===== src/rtl/uart_pkg.sv =====
package uart_pkg;
    localparam int DATA_W  = 8;
    localparam int PRESC_W = 20;
    localparam int BUS_W   = 32;
    localparam int REG_AW  = 4;
    localparam int BIT_IDX_W = $clog2(DATA_W);

    typedef enum logic [1:0] {
        WORD_DATA  = 2'd0,
        WORD_STAT  = 2'd1,
        WORD_PRESC = 2'd2,
        WORD_FRAME = 2'd3
    } word_sel_e;

    typedef enum logic [1:0] {
        PAR_NONE = 2'd0,
        PAR_EVEN = 2'd1,
        PAR_ODD  = 2'd2,
        PAR_RSVD = 2'd3
    } parity_e;

    typedef struct packed {
        logic    two_stop;
        parity_e parity;
        logic [7:0] spb_m1;
    } frame_cfg_t;

    typedef enum logic [2:0] {
        LN_IDLE,
        LN_START,
        LN_DATA,
        LN_PAR,
        LN_STOP
    } line_st_e;

    localparam frame_cfg_t FRAME_RESET = '{two_stop: 1'b0, parity: PAR_NONE, spb_m1: 8'd7};

    function automatic logic par_on(input parity_e p);
        return (p == PAR_EVEN) || (p == PAR_ODD);
    endfunction

    function automatic logic par_bit(input logic [DATA_W-1:0] d, input parity_e p);
        return (p == PAR_ODD) ? ~^d : ^d;
    endfunction

    function automatic logic maj3(input logic a, input logic b, input logic c);
        return (a & b) | (a & c) | (b & c);
    endfunction
endpackage


===== src/rtl/uart_fifo.sv =====
module uart_fifo #(
    parameter int W     = 8,
    parameter int DEPTH = 16
) (
    input  logic                         clk,
    input  logic                         rst,
    input  logic                         push,
    input  logic [W-1:0]                 din,
    input  logic                         pop,
    output logic [W-1:0]                 dout,
    output logic [$clog2(DEPTH+1)-1:0]   count,
    output logic                         full,
    output logic                         empty
);
    localparam int PW = $clog2(DEPTH);
    localparam int CW = $clog2(DEPTH+1);

    logic [W-1:0]  mem [DEPTH];
    logic [PW-1:0] wp, rp;
    logic          do_push, do_pop;

    assign full    = (count == CW'(DEPTH));
    assign empty   = (count == '0);
    assign do_push = push && !full;
    assign do_pop  = pop && !empty;
    assign dout    = mem[rp];

    always_ff @(posedge clk) begin
        if (do_push) mem[wp] <= din;
    end

    always_ff @(posedge clk) begin
        if (rst) begin
            wp    <= '0;
            rp    <= '0;
            count <= '0;
        end else begin
            if (do_push) wp <= wp + 1'b1;
            if (do_pop)  rp <= rp + 1'b1;
            case ({do_push, do_pop})
                2'b10:   count <= count + 1'b1;
                2'b01:   count <= count - 1'b1;
                default: count <= count;
            endcase
        end
    end
endmodule


===== src/rtl/uart_tick.sv =====
module uart_tick #(
    parameter int PW = 20
) (
    input  logic          clk,
    input  logic          rst,
    input  logic [PW-1:0] presc,
    output logic          tick
);
    logic [PW-1:0] cnt;

    assign tick = (cnt >= presc);

    always_ff @(posedge clk) begin
        if (rst)       cnt <= '0;
        else if (tick) cnt <= '0;
        else           cnt <= cnt + 1'b1;
    end
endmodule


===== src/rtl/uart_tx.sv =====
module uart_tx
    import uart_pkg::*;
(
    input  logic              clk,
    input  logic              rst,
    input  logic              tick,
    input  frame_cfg_t        cfg,
    input  logic              have_data,
    input  logic [DATA_W-1:0] data,
    output logic              pop,
    output logic              txd,
    output logic              idle
);
    line_st_e               st;
    logic [7:0]             k;
    logic [DATA_W-1:0]      sh;
    logic [BIT_IDX_W-1:0]   bi;
    logic                   par_q, sidx;
    logic                   bit_end, last_stop;

    assign bit_end   = tick && (k == cfg.spb_m1);
    assign last_stop = (st == LN_STOP) && (!cfg.two_stop || sidx);
    assign pop       = tick && have_data &&
                       ((st == LN_IDLE) || (last_stop && bit_end));
    assign idle      = (st == LN_IDLE);

    always_comb begin
        case (st)
            LN_START: txd = 1'b0;
            LN_DATA:  txd = sh[0];
            LN_PAR:   txd = par_q;
            default:  txd = 1'b1;
        endcase
    end

    always_ff @(posedge clk) begin
        if (rst) begin
            st    <= LN_IDLE;
            k     <= '0;
            sh    <= '0;
            bi    <= '0;
            par_q <= 1'b0;
            sidx  <= 1'b0;
        end else if (pop) begin
            sh    <= data;
            par_q <= par_bit(data, cfg.parity);
            st    <= LN_START;
            k     <= '0;
            sidx  <= 1'b0;
        end else if (st != LN_IDLE && tick) begin
            k <= bit_end ? 8'd0 : k + 8'd1;
            if (bit_end) begin
                case (st)
                    LN_START: begin
                        st <= LN_DATA;
                        bi <= '0;
                    end
                    LN_DATA: begin
                        sh <= sh >> 1;
                        bi <= bi + 1'b1;
                        if (bi == BIT_IDX_W'(DATA_W-1))
                            st <= par_on(cfg.parity) ? LN_PAR : LN_STOP;
                    end
                    LN_PAR:  st <= LN_STOP;
                    LN_STOP: begin
                        if (last_stop) st <= LN_IDLE;
                        else           sidx <= 1'b1;
                    end
                    default: st <= LN_IDLE;
                endcase
            end
        end
    end
endmodule


===== src/rtl/uart_rx.sv =====
module uart_rx
    import uart_pkg::*;
#(
    parameter int SYNC_STAGES = 2
) (
    input  logic              clk,
    input  logic              rst,
    input  logic              tick,
    input  logic              rxd,
    input  frame_cfg_t        cfg,
    output logic              push,
    output logic [DATA_W-1:0] byte_out
);
    logic [SYNC_STAGES-1:0] sync_q;
    logic                   lvl;

    generate
        if (SYNC_STAGES == 1) begin : g_one
            always_ff @(posedge clk) begin
                if (rst) sync_q <= '1;
                else     sync_q <= rxd;
            end
        end else begin : g_chain
            always_ff @(posedge clk) begin
                if (rst) sync_q <= '1;
                else     sync_q <= {sync_q[SYNC_STAGES-2:0], rxd};
            end
        end
    endgenerate

    assign lvl = sync_q[SYNC_STAGES-1];

    line_st_e             st;
    logic [7:0]           k;
    logic [8:0]           nsamp;
    logic [7:0]           mid, mid_lo, mid_hi;
    logic                 a_q, b_q, v_q, prev_q, perr_q, serr_q, sidx_q;
    logic [BIT_IDX_W-1:0] bi;
    logic [DATA_W-1:0]    sh;
    logic                 vnow, last, at_vote, final_stop;

    assign nsamp      = {1'b0, cfg.spb_m1} + 9'd1;
    assign mid        = nsamp[8:1];
    assign mid_lo     = mid - 8'd1;
    assign mid_hi     = mid + 8'd1;
    assign last       = (k == cfg.spb_m1);
    assign at_vote    = (k == mid_hi);
    assign vnow       = at_vote ? maj3(a_q, b_q, lvl) : v_q;
    assign final_stop = (st == LN_STOP) && (!cfg.two_stop || sidx_q);
    assign byte_out   = sh;

    always_ff @(posedge clk) begin
        if (rst) begin
            st     <= LN_IDLE;
            k      <= '0;
            a_q    <= 1'b1;
            b_q    <= 1'b1;
            v_q    <= 1'b1;
            prev_q <= 1'b1;
            perr_q <= 1'b0;
            serr_q <= 1'b0;
            sidx_q <= 1'b0;
            bi     <= '0;
            sh     <= '0;
            push   <= 1'b0;
        end else begin
            push <= 1'b0;
            if (tick) begin
                prev_q <= lvl;
                if (st == LN_IDLE) begin
                    if (prev_q && !lvl) begin
                        st     <= LN_START;
                        k      <= 8'd1;
                        perr_q <= 1'b0;
                        serr_q <= 1'b0;
                        sidx_q <= 1'b0;
                        bi     <= '0;
                    end
                end else begin
                    k <= last ? 8'd0 : k + 8'd1;
                    if (k == mid_lo) a_q <= lvl;
                    if (k == mid)    b_q <= lvl;
                    if (at_vote)     v_q <= vnow;
                    if (st == LN_START && k == mid && lvl) begin
                        st <= LN_IDLE;
                    end else if (final_stop && at_vote) begin
                        st   <= LN_IDLE;
                        push <= vnow && !perr_q && !serr_q;
                    end else if (last) begin
                        case (st)
                            LN_START: st <= vnow ? LN_IDLE : LN_DATA;
                            LN_DATA: begin
                                sh <= {vnow, sh[DATA_W-1:1]};
                                bi <= bi + 1'b1;
                                if (bi == BIT_IDX_W'(DATA_W-1))
                                    st <= par_on(cfg.parity) ? LN_PAR : LN_STOP;
                            end
                            LN_PAR: begin
                                perr_q <= (vnow != par_bit(sh, cfg.parity));
                                st     <= LN_STOP;
                            end
                            LN_STOP: begin
                                serr_q <= !vnow;
                                sidx_q <= 1'b1;
                            end
                            default: st <= LN_IDLE;
                        endcase
                    end
                end
            end
        end
    end
endmodule


===== src/rtl/uart_mmio.sv =====
module uart_mmio
    import uart_pkg::*;
#(
    parameter int FIFO_DEPTH  = 16,
    parameter int SYNC_STAGES = 2
) (
    input  logic              clk,
    input  logic              rst,
    input  logic [REG_AW-1:0] bus_addr,
    input  logic              bus_we,
    input  logic [BUS_W-1:0]  bus_wdata,
    input  logic              bus_re,
    output logic [BUS_W-1:0]  bus_rdata,
    input  logic              rxd,
    output logic              txd
);
    localparam int CNT_W = $clog2(FIFO_DEPTH+1);

    word_sel_e         word;
    logic [PRESC_W-1:0] div_q;
    frame_cfg_t        cfg_q;
    logic              div_wr, tick;

    logic [CNT_W-1:0]  tx_cnt, rx_cnt;
    logic [DATA_W-1:0] tx_dout, rx_dout, rx_byte;
    logic              tx_full, tx_empty, rx_full, rx_empty;
    logic              tx_pop, tx_idle, rx_push, tx_push, rx_pop;
    logic              unused_bits;

    assign word        = word_sel_e'(bus_addr[3:2]);
    assign div_wr      = bus_we && (word == WORD_PRESC);
    assign tx_push     = bus_we && (word == WORD_DATA);
    assign rx_pop      = bus_re && (word == WORD_DATA);
    assign unused_bits = ^{bus_addr[1:0], bus_wdata[31:20], tx_full, rx_full};

    always_ff @(posedge clk) begin
        if (rst) begin
            div_q <= '0;
            cfg_q <= FRAME_RESET;
        end else if (bus_we) begin
            if (word == WORD_PRESC) div_q <= bus_wdata[PRESC_W-1:0];
            if (word == WORD_FRAME)
                cfg_q <= '{two_stop: bus_wdata[16],
                           parity:   parity_e'(bus_wdata[9:8]),
                           spb_m1:   bus_wdata[7:0]};
        end
    end

    always_ff @(posedge clk) begin
        if (rst) begin
            bus_rdata <= '0;
        end else if (bus_re) begin
            case (word)
                WORD_DATA:  bus_rdata <= rx_empty ? '0 : BUS_W'(rx_dout);
                WORD_STAT:  bus_rdata <= {8'(rx_cnt), 8'(FIFO_DEPTH - int'(tx_cnt)), 16'd0};
                WORD_PRESC: bus_rdata <= BUS_W'(div_q);
                default:    bus_rdata <= {15'd0, cfg_q.two_stop, 6'd0, cfg_q.parity, cfg_q.spb_m1};
            endcase
        end
    end

    uart_tick #(.PW(PRESC_W)) u_tick (
        .clk(clk), .rst(rst), .presc(div_q), .tick(tick)
    );

    uart_fifo #(.W(DATA_W), .DEPTH(FIFO_DEPTH)) u_txq (
        .clk(clk), .rst(rst), .push(tx_push), .din(bus_wdata[DATA_W-1:0]),
        .pop(tx_pop), .dout(tx_dout), .count(tx_cnt), .full(tx_full), .empty(tx_empty)
    );

    uart_tx u_tx (
        .clk(clk), .rst(rst), .tick(tick), .cfg(cfg_q), .have_data(!tx_empty),
        .data(tx_dout), .pop(tx_pop), .txd(txd), .idle(tx_idle)
    );

    uart_rx #(.SYNC_STAGES(SYNC_STAGES)) u_rx (
        .clk(clk), .rst(rst), .tick(tick), .rxd(rxd), .cfg(cfg_q),
        .push(rx_push), .byte_out(rx_byte)
    );

    uart_fifo #(.W(DATA_W), .DEPTH(FIFO_DEPTH)) u_rxq (
        .clk(clk), .rst(rst), .push(rx_push), .din(rx_byte),
        .pop(rx_pop), .dout(rx_dout), .count(rx_cnt), .full(rx_full), .empty(rx_empty)
    );
endmodule


===== config.mk =====
export PLATFORM = sky130hd
export DESIGN_NAME = uart_mmio
export DESIGN_NICKNAME = d
export VERILOG_FILES = /design/src/rtl/uart_pkg.sv /design/src/rtl/uart_fifo.sv /design/src/rtl/uart_tick.sv /design/src/rtl/uart_tx.sv /design/src/rtl/uart_rx.sv /design/src/rtl/uart_mmio.sv
export SDC_FILE = /design/constraint.sdc
export NUM_CORES = 1
export LEC_CHECK = 0
export ABC_AREA = 1
export BUFFER_PORTS_ARGS = -buffer_cell sky130_fd_sc_hd__buf_2
export CAP_MARGIN = 0
export CORE_ASPECT_RATIO = 1.1
export CORE_UTILIZATION = 40
export DETAILED_ROUTE_END_ITERATION = 16
export PLACE_DENSITY_LB_ADDON = 0.3
export SETUP_SLACK_MARGIN = 0.2
export SLEW_MARGIN = 10
export SYNTH_ARGS = -nofsm -noshare
export SYNTH_HDL_FRONTEND = slang
export SYNTH_SLANG_ARGS = --single-unit

===== constraint.sdc =====
create_clock -name clk -period 4.8 [get_ports clk]
set_clock_uncertainty 0.15 [all_clocks]
set_input_delay 0.24 -clock clk [delete_from_list [all_inputs] [get_ports clk]]
set_output_delay 0.24 -clock clk [all_outputs]
set_load 0.005 [all_outputs]

==> out/qor.csv, run 1 <==
stage,metric,value,unit
cts,cts.sinks,424,
detailed_routing,drtIter0Drc,961,
worst_setup_path,cpMaxStageDelayCell,dfxtp_1,
cells_and_area,multi_input_area,7100,um^2
flow_run,maxCapViolations,0,
cells_and_area,final.fill_count,4424,
sta,finalWorstSetupSlack,0.790,ns
sta,maxClockFrequency,249,MHz
cells_and_area,fin_area,21800,um^2
die,die_x,211,um
detailed_routing,wl_per_cell,17.2,um
worst_hold_path,min_from,rst,
die,dieArea,48900,um^2
worst_setup_path,cpMostUsedCell,nand2_1,
die,rows,83,
synthesis,synth_seq_cells,424,
sta,hold_viol,0,
detailed_routing,vias,14500,
sta,setup_viol,0,
die,core,47000,um^2
worst_setup_path,worstPathRequired,5.17,ns
detailed_routing,wl,47500,um
placement,dpl.hpwl,31300,um
global_route,antenna_found_initial,1,
sta,period_needed,4.01,ns
synthesis,synth_edf_count,256,
synthesis,yosysUniqueCellTypes,60,
pwr,power.density,369,nW/um^2
placement,dp_slack,0.787,ns
global_route,grt_use_total,19.8,%
pwr,p_leak,0.00776,uW
synthesis,yosysMostFrequentCell,nor2_1,
outcome,status,completed,
synthesis,yosys-top-cells-count,"nor2_1 (290), nand2_1 (279), edfxtp_1 (256)",
synthesis,ys_seq_area_share,57.5,%
cts,clock_latency,0.60,ns
global_route,grt_pass1_wl,76000,um
cts,cts_buffer_depth,3,
synthesis,synthesis.instances,2034,
cells_and_area,layout-drive-gt1-share,9.35,%
cells_and_area,area_growth,13.3,%
worst_setup_path,crit_type,reg -> reg,
synthesis,synth_flop_cell,edfxtp_1,
global_route,grt_max_degree,70,
detailed_routing,ant_nets,0,
detailed_routing,drcViolationCount,0,
worst_setup_path,worstReg2RegStart,div_q[7],
sta,grt_setup_unrepaired,false,
worst_setup_path,arrival,4.38,ns
worst_hold_path,min_to,u_rx.bi[0],
synthesis,avgSynthCellArea,9.44,um^2
worst_setup_path,cp_max_fo,7,
cts,cts_tree,yes,
cells_and_area,fin_util,46.2,%
synthesis,synth_async_sr_flop_share,0,%
die,ioPinCount,74,
placement,io_buffers,56,
synthesis,yosysTopAreaCellShare,40.0,%
detailed_routing,dr.pass1.iters,6,
cts,numCtsBuffers,45,
synthesis,yosysWarningCount,0,
placement,dpl_cell_area,20000,um^2
global_route,grt-ovfl-total,0,
cts,htree_levels,2,
sta,tightestPinTransition,1.03,ns
worst_hold_path,min_path_type,in -> reg,
worst_setup_path,cp-end-kind,flip-flop,
die,die_h,232,um
cells_and_area,seqCellArea,11100,um^2
pwr,power.total,8020,uW
synthesis,synth.cell_area,19200,um^2
cts,cts_root_buffer,clkbuf_16,
worst_setup_path,r2r_cells,28,
placement,place_congestion,0.824,
synthesis,synth_top_area_cell,edfxtp_1,
global_route,grt_pass1_vias,13800,
cts,path_clk_slew,0.06,ns
sta,min_period_over_period,83.5,%
detailed_routing,via_per_inst,5.23,
worst_hold_path,whs_path_depth,3,
worst_setup_path,crit_start,div_q[7],
sta,slew_headroom,31.1,%
synthesis,synth_area_leaders,"edfxtp_1 (40%), dfxtp_1 (18%), o21ai_0 (6.3%)",
die,initial_core_util,40.8,%
sta,tns,0,ns
worst_setup_path,cp-start-kind,flip-flop,
pwr,ir_worst_vdd,270,uV
worst_setup_path,cpPeakStageDelay,0.33,ns
cells_and_area,nets,2188,
sta,slew_viol_final,0,
worst_setup_path,r2r_slack,0.79,ns
worst_setup_path,rr_endpoint,u_txq.count[4],
power breakdown:
part | switching, uW | total, uW | internal, uW
clock | 1460 | 3440 | 1980
sequential | 49.4 | 3940 | 3890
combinational | 430 | 639 | 208
logic make-up after synthesis:
family | after synthesis | share of synthesized area (%)
other | 1 | 0.0195
xor gates and xnor gates | 40 | 1.82
DFF | 424 | 57.5
muxes | 1 | 0.0521
adders and majority gates | 54 | 3.56
AOI/OAI and AO/OA | 478 | 14.0
and+or+nand+nor | 771 | 17.5
buffers and inverters | 265 | 5.53
sequential cells by signal, summed over array words and instances, names as in the netlist, 5 cells and up, named ones only:
register and count:
bus_rdata 27, cfg_q 11, div_q 20, u_rx.byte_out 8, u_rx.k 8, u_rxq.count 5
u_rxq.mem 128, u_tick.cnt 20, u_tx.k 8, u_tx.sh 8, u_txq.count 5, u_txq.mem 128
routing by layer:
layer  vias up  GRT usage (%)  wire, um
met4         0           5.91       955
met2       402           32.3     22100
met5         -              0         0
met1      6830           26.9     21600
li1       7156              -         -
met3        67           3.23      2840
through the flow:
stage / hold slack, ns / instances
2_1_floorplan: 0.189 / 2036
3_3_place_gp: 0.241 / 2657
3_5_place_dp: 0.249 / 2657
4_1_cts: 0.0944 / 2765
5_1_grt: 0.125 / 2766
6_report: 0.102 / 2766
cell type report:
cell class,count,share of cell area [%]
tap,637,3.66
clock buffer,63,5.86
antenna,1,0.0115
sequential,424,50.8
inverter,176,3.04
timing repair buffer,99,3.07
clock inverter,19,0.914
multi-input combinational,1347,32.6
repair_timing:
item                                    4_1_cts  5_1_grt
endpoints found under the hold margin       155        0
hold buffers                                 26        0
gates resized for setup                       0        0
endpoints found under the setup margin        0        0
buffers inserted                              0        0
cells in the final DEF, fill, tap and decap left out, types with 3 or more instances in the layout:
cell type and count:
nor2_1 290, nand2_1 279, edfxtp_1 256, o21ai_0 241, inv_1 167, dfxtp_1 166, a21oi_1 122, nand3_1 97
buf_2 56, ha_1 53, clkbuf_16 45, o221ai_1 27, dlygate4sd3_1 26, xor2_1 24, nand4_1 24, o22ai_1 24
o211ai_1 23, nand2_2 20, buf_4 17, nor3_1 16, xnor2_1 16, clkbuf_1 9, clkinv_2 9, nor3b_1 8
clkbuf_8 8, nand3_2 7, a221oi_1 7, clkinv_1 7, a31oi_1 6, nor4_1 5, inv_2 5, nor2_2 5
or2_2 5, nand3b_1 4, o21a_1 4, a211oi_1 4, nor2_4 3, o21ai_1 3, o31ai_1 3, conb_1 3
worst max path at each step:
stage	to	cells after the start
final	u_txq.count[4]	28
after global routing	u_txq.count[4]	28
after CTS	u_txq.count[4]	28
after detailed placement	u_txq.count[4]	27
after global placement	u_txq.count[4]	28
after floorplan	u_txq.count[4]	27
critical path: cells and delay by family (launching register included):
family | cells | cell delay (ns)
AO/OA/AOI/OAI | 5 | 0.74
XOR/XNOR | 1 | 0.12
adder cells (fa/ha/maj) | 3 | 0.79
buffers and inverters | 5 | 0.39
flip-flops | 1 | 0.33
AND/OR/NAND/NOR | 14 | 1.41
No activity file was read; power rests on OpenSTA's default activity.
==> inputs of run 2 (changes only) <==
--- a/config.mk
+++ b/config.mk
@@ -5,7 +5,7 @@
 export SDC_FILE = /design/constraint.sdc
 export NUM_CORES = 1
 export LEC_CHECK = 0
-export ABC_AREA = 1
+export ABC_AREA = 0
 export BUFFER_PORTS_ARGS = -buffer_cell sky130_fd_sc_hd__buf_2
 export CAP_MARGIN = 0
 export CORE_ASPECT_RATIO = 1.1
==> constraint.sdc (replaced) <==
create_clock -name clk -period 3.3 [get_ports clk]
set_clock_uncertainty 0.15 [all_clocks]
set_input_delay 0.165 -clock clk [delete_from_list [all_inputs] [get_ports clk]]
set_output_delay 0.165 -clock clk [all_outputs]
set_load 0.005 [all_outputs]
==> run 2 against run 1 <==
Net effect:
- final area grew 4.2%
- the run now ends with negative setup slack left
- register-to-register slack lost 0.94 ns
- via count is 15% lower
- sequential power up 45%
- global-route usage decreased by 1.4 points
- utilization grew 2.3 points
- fmax up 16%
- combinational power rose by 83%
==> out/qor.csv, run 2 <==
stage,metric,value,unit,change
outcome,status,finished with violations,,
outcome,violations,negative setup slack,,
die,initial_core_util,40.5,%,-0.30 points
global_route,grt_use_total,18.3,%,-1.4 points
synthesis,synthAdderAreaFrac,3.66,%,+0.10 points
sta,slew_headroom,38.4,%,+7.3 points
global_route,grt-ovfl-total,0,,unchanged
synthesis,synth_seq_cells,424,,unchanged
synthesis,yosysTopAreaCellShare,40.6,%,+0.56 points
die,ioPinCount,74,,unchanged
synthesis,synth.cell_area,18900,um^2,-1.4%
detailed_routing,vias,12200,,-15%
detailed_routing,dr.pass1.iters,5,,-1
synthesis,yosys.area_share.simple,11.9,%,-5.6 points
sta,slew_viol_final,0,,unchanged
cells_and_area,fin_util,48.5,%,+2.3 points
global_route,antenna_found_initial,1,,unchanged
sta,grt_setup_unrepaired,true,,
synthesis,avgSynthCellArea,12.5,um^2,+32%
sta,hold_viol,0,,unchanged
cells_and_area,reg_top3,"u_rxq.mem x128, u_txq.mem x128, bus_rdata x27",,
placement,io_buffers,56,,unchanged
cells_and_area,mostFrequentLayoutCells,"edfxtp_1 (256), nand2_1 (149), dfxtp_1 (146), nor2_1 (144), buf_4 (108)",,
pwr,power.total,11900,uW,+48%
placement,dpl.hpwl,29200,um,-6.6%
synthesis,yosysUniqueCellTypes,84,,+40%
cells_and_area,nets,1761,,-20%
worst_setup_path,crit_type,reg -> reg,,
synthesis,synth_top_area_cell,edfxtp_1,,
global_route,grt_pass1_vias,12000,,-14%
sta,setup_viol,2,,+2
detailed_routing,wl,44100,um,-7.2%
worst_setup_path,worstReg2RegStart,div_q[18],,
synthesis,synth_area_leaders,"edfxtp_1 (41%), dfxtp_1 (18%), mux4_2 (9.5%)",,
pwr,ir_worst_vdd,485,uV,+79%
cts,path_clk_slew,0.06,ns,about the same
synthesis,synth-xor-area-share,5.28,%,+3.5 points
pwr,power.density,524,nW/um^2,+42%
placement,dp_slack,-0.187,ns,-0.973 ns
pwr,p_leak,0.00800,uW,+3.0%
die,die_x,209,um,-0.69%
synthesis,synth_compound_area_share,6.62,%,-7.4 points
cts,cts_root_buffer,clkbuf_16,,
detailed_routing,drtIter0Drc,815,,-15%
synthesis,synth_edf_count,256,,unchanged
synthesis,yosysMostFrequentCell,edfxtp_1,,
synthesis,ys_seq_area_share,58.4,%,+0.81 points
cells_and_area,area_growth,19.7,%,
detailed_routing,via_per_inst,5.32,,+1.9%
worst_setup_path,cp_max_fo,3,,-4
sta,period_needed,3.45,ns,-0.557 ns
worst_setup_path,rr_endpoint,u_txq.count[4],,
die,die_h,230,um,-0.69%
cts,cts.sinks,424,,unchanged
worst_setup_path,r2r_slack,-0.15,ns,-0.94 ns
cts,htree_levels,2,,unchanged
worst_setup_path,cp-endpoint,u_txq.count[4],,
flow_run,maxCapViolations,0,,unchanged
detailed_routing,drcViolationCount,0,,unchanged
worst_setup_path,cp-start-kind,flip-flop,,
detailed_routing,wl_per_cell,19.2,um,+12%
cts,cts_buffer_depth,3,,unchanged
sta,worst_hold_slack,0.0708,ns,-0.0307 ns
sta,maxClockFrequency,290,MHz,+16%
worst_setup_path,r2r_cells,17,,-39%
sta,min_period_over_period,105,%,+21 points
worst_setup_path,arrival,3.83,ns,-0.55 ns
cells_and_area,final_common_cell,edfxtp_1,,
die,core,46700,um^2,-0.66%
worst_setup_path,cp-end-kind,flip-flop,,
cts,numCtsBuffers,44,,-2.2%
synthesis,yosys-top-cells-count,"edfxtp_1 (256), dfxtp_1 (168), nand2_1 (150)",,
global_route,grt_max_degree,59,,-16%
sta,tightestPinTransition,0.923,ns,-0.110 ns
synthesis,synth_top_family_by_area,simple AND/OR/NAND/NOR gates,,
cts,clock_latency,0.59,ns,about the same
synthesis,yosysWarningCount,0,,unchanged
sta,tns,-0.165,ns,-0.165 ns
synthesis,synthesis.instances,1515,,-26%
die,dieArea,48200,um^2,-1.4%
global_route,grt_pass1_wl,68000,um,-10%
sta,finalWorstSetupSlack,-0.153,ns,-0.943 ns
cells_and_area,final.fill_count,4054,,-8.4%
worst_setup_path,worstPathRequired,3.67,ns,-1.50 ns
cts,cts_tree,yes,,
worst_hold_path,min_path_type,in -> reg,,
die,rows,83,,unchanged
synthesis,synth_async_sr_flop_share,0,%,unchanged
placement,place_congestion,0.852,,+3.4%
cells_and_area,layout-drive-gt1-share,25.2,%,+16 points
worst_setup_path,crit_start,div_q[18],,
synthesis,synth_flop_cell,edfxtp_1,,
detailed_routing,ant_nets,0,,unchanged
synthesis,muxShareOfSynthArea,10.6,%,+11 points
==> run 2: cell types whose count changed after synthesis, moves of 36 or more <==
cell / before / now
nand3_1: 97 / 33
nand2_1: 279 / 150
xor2_1: 24 / 60
inv_1: 168 / 54
o21ai_0: 241 / 27
mux4_2: 0 / 80
nor2_1: 290 / 148
==> run 2: how the worst min path moves through the flow <==
stage	slack, ns	depth (start not counted)	start	end
finish	0.07	4	bus_we	cfg_q[1]
global route	0.08	4	bus_addr[2]	bus_rdata[26]
CTS	0.04	4	bus_we	cfg_q[9]
detailed placement	0.20	2	rxd	u_rx.sync_q[0]
global placement	0.21	2	rxd	u_rx.sync_q[0]
floorplan	0.11	0	bus_wdata[0]	u_txq.mem[0][0]
==> run 2: power breakdown <==
group	total, uW	internal, uW	switching, uW
Sequential	5710	5650	64.3
Clock	5000	2840	2160
Combinational	1170	550	619
Total	11900	9030	2840
==> run 2: layer usage <==
| metal | up-vias | track usage, % | part of all wire [%] |
|---|---|---|---|
| met5 | - | 0 | 0 |
| met4 | 0 | 5.38 | 2.3 |
| met3 | 72 | 3.03 | 4.7 |
| met2 | 281 | 31.8 | 50 |
| met1 | 6056 | 23.5 | 43 |
| li1 | 5821 | - | - |
==> run 2: logic make-up after synthesis <==
group / count (synthesis)
XOR/XNOR: 111
buffers and inverters: 152
adder cells (fa/ha/maj): 55
multiplexers: 100
other: 1
AND/OR/NAND/NOR: 476
AO/OA/AOI/OAI: 196
flip-flops: 424
==> run 2: timing repair <==
item	in CTS	in global routing
hold endpoints to repair	206	0
setup buffers	8	15
hold buffers	27	0
pin swaps	27	34
endpoints found under the setup margin	16	24
cloned	0	1
gates resized for setup	50	35
==> run 2: worst max-delay path: stages (launching register included) <==
cell and delay, ns:
dfxtp_2 0.33, inv_1 0.06, ha_4 0.27, nand4_1 0.13
nor2_2 0.16, o211ai_1 0.10, o21ai_1 0.17, a211oi_2 0.09
nor4bb_4 0.40, ha_4 0.22, xor2_2 0.17, ha_2 0.24
o21ai_2 0.07, a21oi_2 0.15, a21oi_1 0.09, xor2_1 0.15
or3_1 0.32, a21oi_2 0.11
==> run 2: cell type report <==
| type | count | area, um^2 | share of cell area [%] |
|---|---|---|---|
| multi-input combinational | 941 | 7650 | 33.8 |
| sequential | 424 | 11100 | 48.9 |
| tap | 595 | 744 | 3.28 |
| clock buffer | 54 | 1150 | 5.07 |
| inverter | 55 | 206 | 0.911 |
| clock inverter | 27 | 303 | 1.34 |
| timing repair buffer | 200 | 1530 | 6.73 |
| antenna | 1 | 2.50 | 0.0110 |
==> run 2: stage by stage <==
stage	area, um^2	std cells
after detailed placement	20400	2164
after global placement	20400	2164
final	22700	2297
after floorplan	19100	1517
after global routing	22700	2297
after CTS	22400	2280
==> inputs of run 3 (changes only) <==
==> constraint.sdc (replaced) <==
create_clock -name clk -period 2.9 [get_ports clk]
set_clock_uncertainty 0.15 [all_clocks]
set_input_delay 0.145 -clock clk [delete_from_list [all_inputs] [get_ports clk]]
set_output_delay 0.145 -clock clk [all_outputs]
set_load 0.005 [all_outputs]
==> run 3 against run 2 <==
Net effect:
- the run still ends with negative setup slack left
- register-to-register slack lost 0.57 ns
- final area grew 7.1%
- critical path type unchanged
- worst hold slack lost 0.0071 ns
- clock power grew 15%
- non-clock buffer count grew 119
- critical endpoint unchanged
- power grew 19%
- largest cell class unchanged
==> out/qor.csv, run 3 (synthesis results as in run 2) <==
stage,metric,value,unit,change
cells_and_area,nets,1879,,+6.7%
worst_setup_path,crit_type,reg -> reg,,
cells_and_area,stdcell_count,2413,,+5.1%
pwr,power.total,14100,uW,+19%
cts,cts.sinks,424,,unchanged
placement,dp_slack,-0.654,ns,-0.468 ns
global_route,grt_use_total,19.4,%,+1.1 points
cts,cts_tree,yes,,
sta,grt_setup_unrepaired,true,,
detailed_routing,wl,46800,um,+6.1%
pwr,p_comb_share,13.1,%,+3.3 points
outcome,status,finished with violations,,
worst_setup_path,arrival,3.99,ns,+0.16 ns
cells_and_area,layout-drive-gt1-share,34.0,%,+8.9 points
placement,dpl.hpwl,30400,um,+4.0%
pwr,p_int,10800,uW,+19%
pwr,swShare,23.6,%,-0.38 points
cells_and_area,reg_top3,"u_rxq.mem x128, u_txq.mem x128, bus_rdata x27",,
cells_and_area,seqCellArea,11100,um^2,about the same
cts,cts_buffer_depth,3,,unchanged
pwr,clockPowerShare,40.7,%,-1.4 points
flow_run,maxCapViolations,0,,unchanged
worst_setup_path,cpMostUsedCell,ha_4,,
pwr,p_leak,0.00878,uW,+9.8%
placement,placed_cells_incl_taps,2238,,+3.4%
detailed_routing,wl_per_cell,19.4,um,+1.0%
cells_and_area,area_growth,28.2,%,
global_route,antenna_found_initial,4,,+3
cells_and_area,fin_area,24300,um^2,+7.1%
pwr,power.density,580,nW/um^2,+11%
sta,setup_viol,76,,+74
cells_and_area,final.fill_count,3865,,-4.7%
cts,path_clk_slew,0.06,ns,about the same
worst_setup_path,cp-end-kind,flip-flop,,
detailed_routing,dr.pass1.iters,5,,unchanged
pwr,ir_worst_vdd,723,uV,+49%
pwr,switching_power,3320,uW,+17%
cells_and_area,mostFrequentLayoutCells,"edfxtp_1 (256), buf_4 (190), nand2_1 (143), dfxtp_1 (142), nor2_1 (127)",,
worst_setup_path,cp_max_fo,3,,unchanged
die,initial_core_util,40.5,%,unchanged
worst_setup_path,worstPathRequired,3.26,ns,-0.41 ns
placement,io_buffers,56,,unchanged
cells_and_area,fin_util,51.9,%,+3.4 points
worst_setup_path,critPathBufInv,2,,+1
worst_setup_path,cpPeakStageDelay,0.38,ns,-0.02 ns
global_route,grt_max_degree,75,,+27%
die,dieArea,48200,um^2,unchanged
worst_setup_path,cpMaxStageDelayCell,or3_4,,
cts,numCtsBuffers,43,,-2.3%
die,core,46700,um^2,unchanged
sta,maxClockFrequency,276,MHz,-4.6%
die,die_h,230,um,unchanged
sta,min_period_over_period,125,%,+20 points
detailed_routing,drtIter0Drc,889,,+9.1%
pwr,pwr-share-seq,46.1,%,-2.0 points
sta,tightestPinTransition,1.03,ns,+0.103 ns
placement,dpl_cell_area,21000,um^2,+3.2%
detailed_routing,via_per_inst,5.29,,-0.67%
sta,hold_viol,0,,unchanged
cts,clock_latency,0.58,ns,about the same
cts,htree_levels,2,,unchanged
detailed_routing,ant_nets,0,,unchanged
worst_hold_path,min_path_type,in -> reg,,
outcome,violations,negative setup slack,,
worst_setup_path,crit_chain,"inv_2, ha_4, nand4_1, nor2_1, o211ai_1, o21ai_1, a211oi_2, buf_4, nor4bb_4, ha_4, xor2_2, ha_4, o21ai_1, a21oi_1, a21oi_2, xor2_1, or3_4, a21oi_2",,
sta,slew_headroom,29.8,%,-8.5 points
sta,slew_viol_final,0,,unchanged
die,rows,83,,unchanged
cells_and_area,final_common_cell,edfxtp_1,,
sta,period_needed,3.62,ns,+0.167 ns
sta,finalWorstSetupSlack,-0.720,ns,-0.567 ns
die,ioPinCount,74,,unchanged
global_route,grt_pass1_wl,72300,um,+6.3%
worst_setup_path,critPathTopFamily,simple AND/OR/NAND/NOR gates,,
placement,place_congestion,0.843,,-1.0%
global_route,grt-ovfl-total,0,,unchanged
cells_and_area,multi_input_area,8060,um^2,+5.3%
worst_setup_path,cp-start-kind,flip-flop,,
detailed_routing,drcViolationCount,0,,unchanged
cts,cts_root_buffer,clkbuf_16,,
die,die_x,209,um,unchanged
global_route,grt_pass1_vias,12900,,+8.1%
detailed_routing,vias,12800,,+4.3%
-- run 3: path summary, 6_finish.rpt --
| kind | from | depth (start not counted) | to | slack, ns |
|---|---|---|---|---|
| worst max-delay path | div_q[7] | 18 | u_txq.count[4] | -0.72 |
| worst min-delay path | bus_we | 4 | cfg_q[2] | 0.06 |
| worst min register to register | u_rx.sync_q[0] | 1 | u_rx.sync_q[1] | 0.27 |
| worst max register to register | div_q[7] | 18 | u_txq.count[4] | -0.72 |
-- run 3: final cells by class --
| class | instances | area share (%) |
|---|---|---|
| diodes | 1 | 0.0103 |
| well taps | 595 | 3.07 |
| multi-input cells | 941 | 33.2 |
| inverters | 55 | 0.861 |
| clock buffers | 50 | 4.67 |
| clock inverters | 28 | 1.31 |
| repair buffers | 319 | 11.2 |
| flip-flops and latches | 424 | 45.7 |
-- run 3: through the flow --
stage,hold slack [ns],TNS [ns]
floorplan,0.0939,-1.95
global placement,0.185,-2.86
detailed placement,0.190,-4.02
CTS,0.0266,-21.32
global route,0.0986,-42.86
finish,0.0637,-34.46
-- run 3: power by group through the flow --
stage	Combinational (uW)	Sequential (uW)	Clock (uW)
final	1850	6500	5730
after global routing	1980	6500	6080
after CTS	1640	6490	5840
after detailed placement	1270	6610	0
after global placement	1260	6610	0
after floorplan	826	6600	0
-- run 3: routing by layer --
metal / vias up / routed length, um / track usage [%]
met5: - / 41 / 0
met4: 6 / 1300 / 6.14
met3: 74 / 1950 / 3.28
met2: 226 / 24000 / 34.3
met1: 6394 / 19500 / 24.2
li1: 6062 / - / -
-- run 3: what timing repair did --
| item | CTS | global route |
|---|---|---|
| hold buffers | 24 | 0 |
| buffers inserted | 42 | 24 |
| endpoints found under the hold margin | 199 | 0 |
| setup endpoints to repair | 73 | 97 |
| pin swaps | 71 | 67 |
| resized for setup | 130 | 64 |
| cloned | 2 | 4 |
-- run 3: worst register-to-register path, cell delays in order, from the launching register on --
cell and delay [ns]:
dfxtp_2 0.34, inv_2 0.05, ha_4 0.26, nand4_1 0.16, nor2_1 0.16, o211ai_1 0.11
o21ai_1 0.17, a211oi_2 0.06, buf_4 0.16, nor4bb_4 0.36, ha_4 0.21, xor2_2 0.17
ha_4 0.17, o21ai_1 0.06, a21oi_1 0.19, a21oi_2 0.09, xor2_1 0.16, or3_4 0.38
a21oi_2 0.15
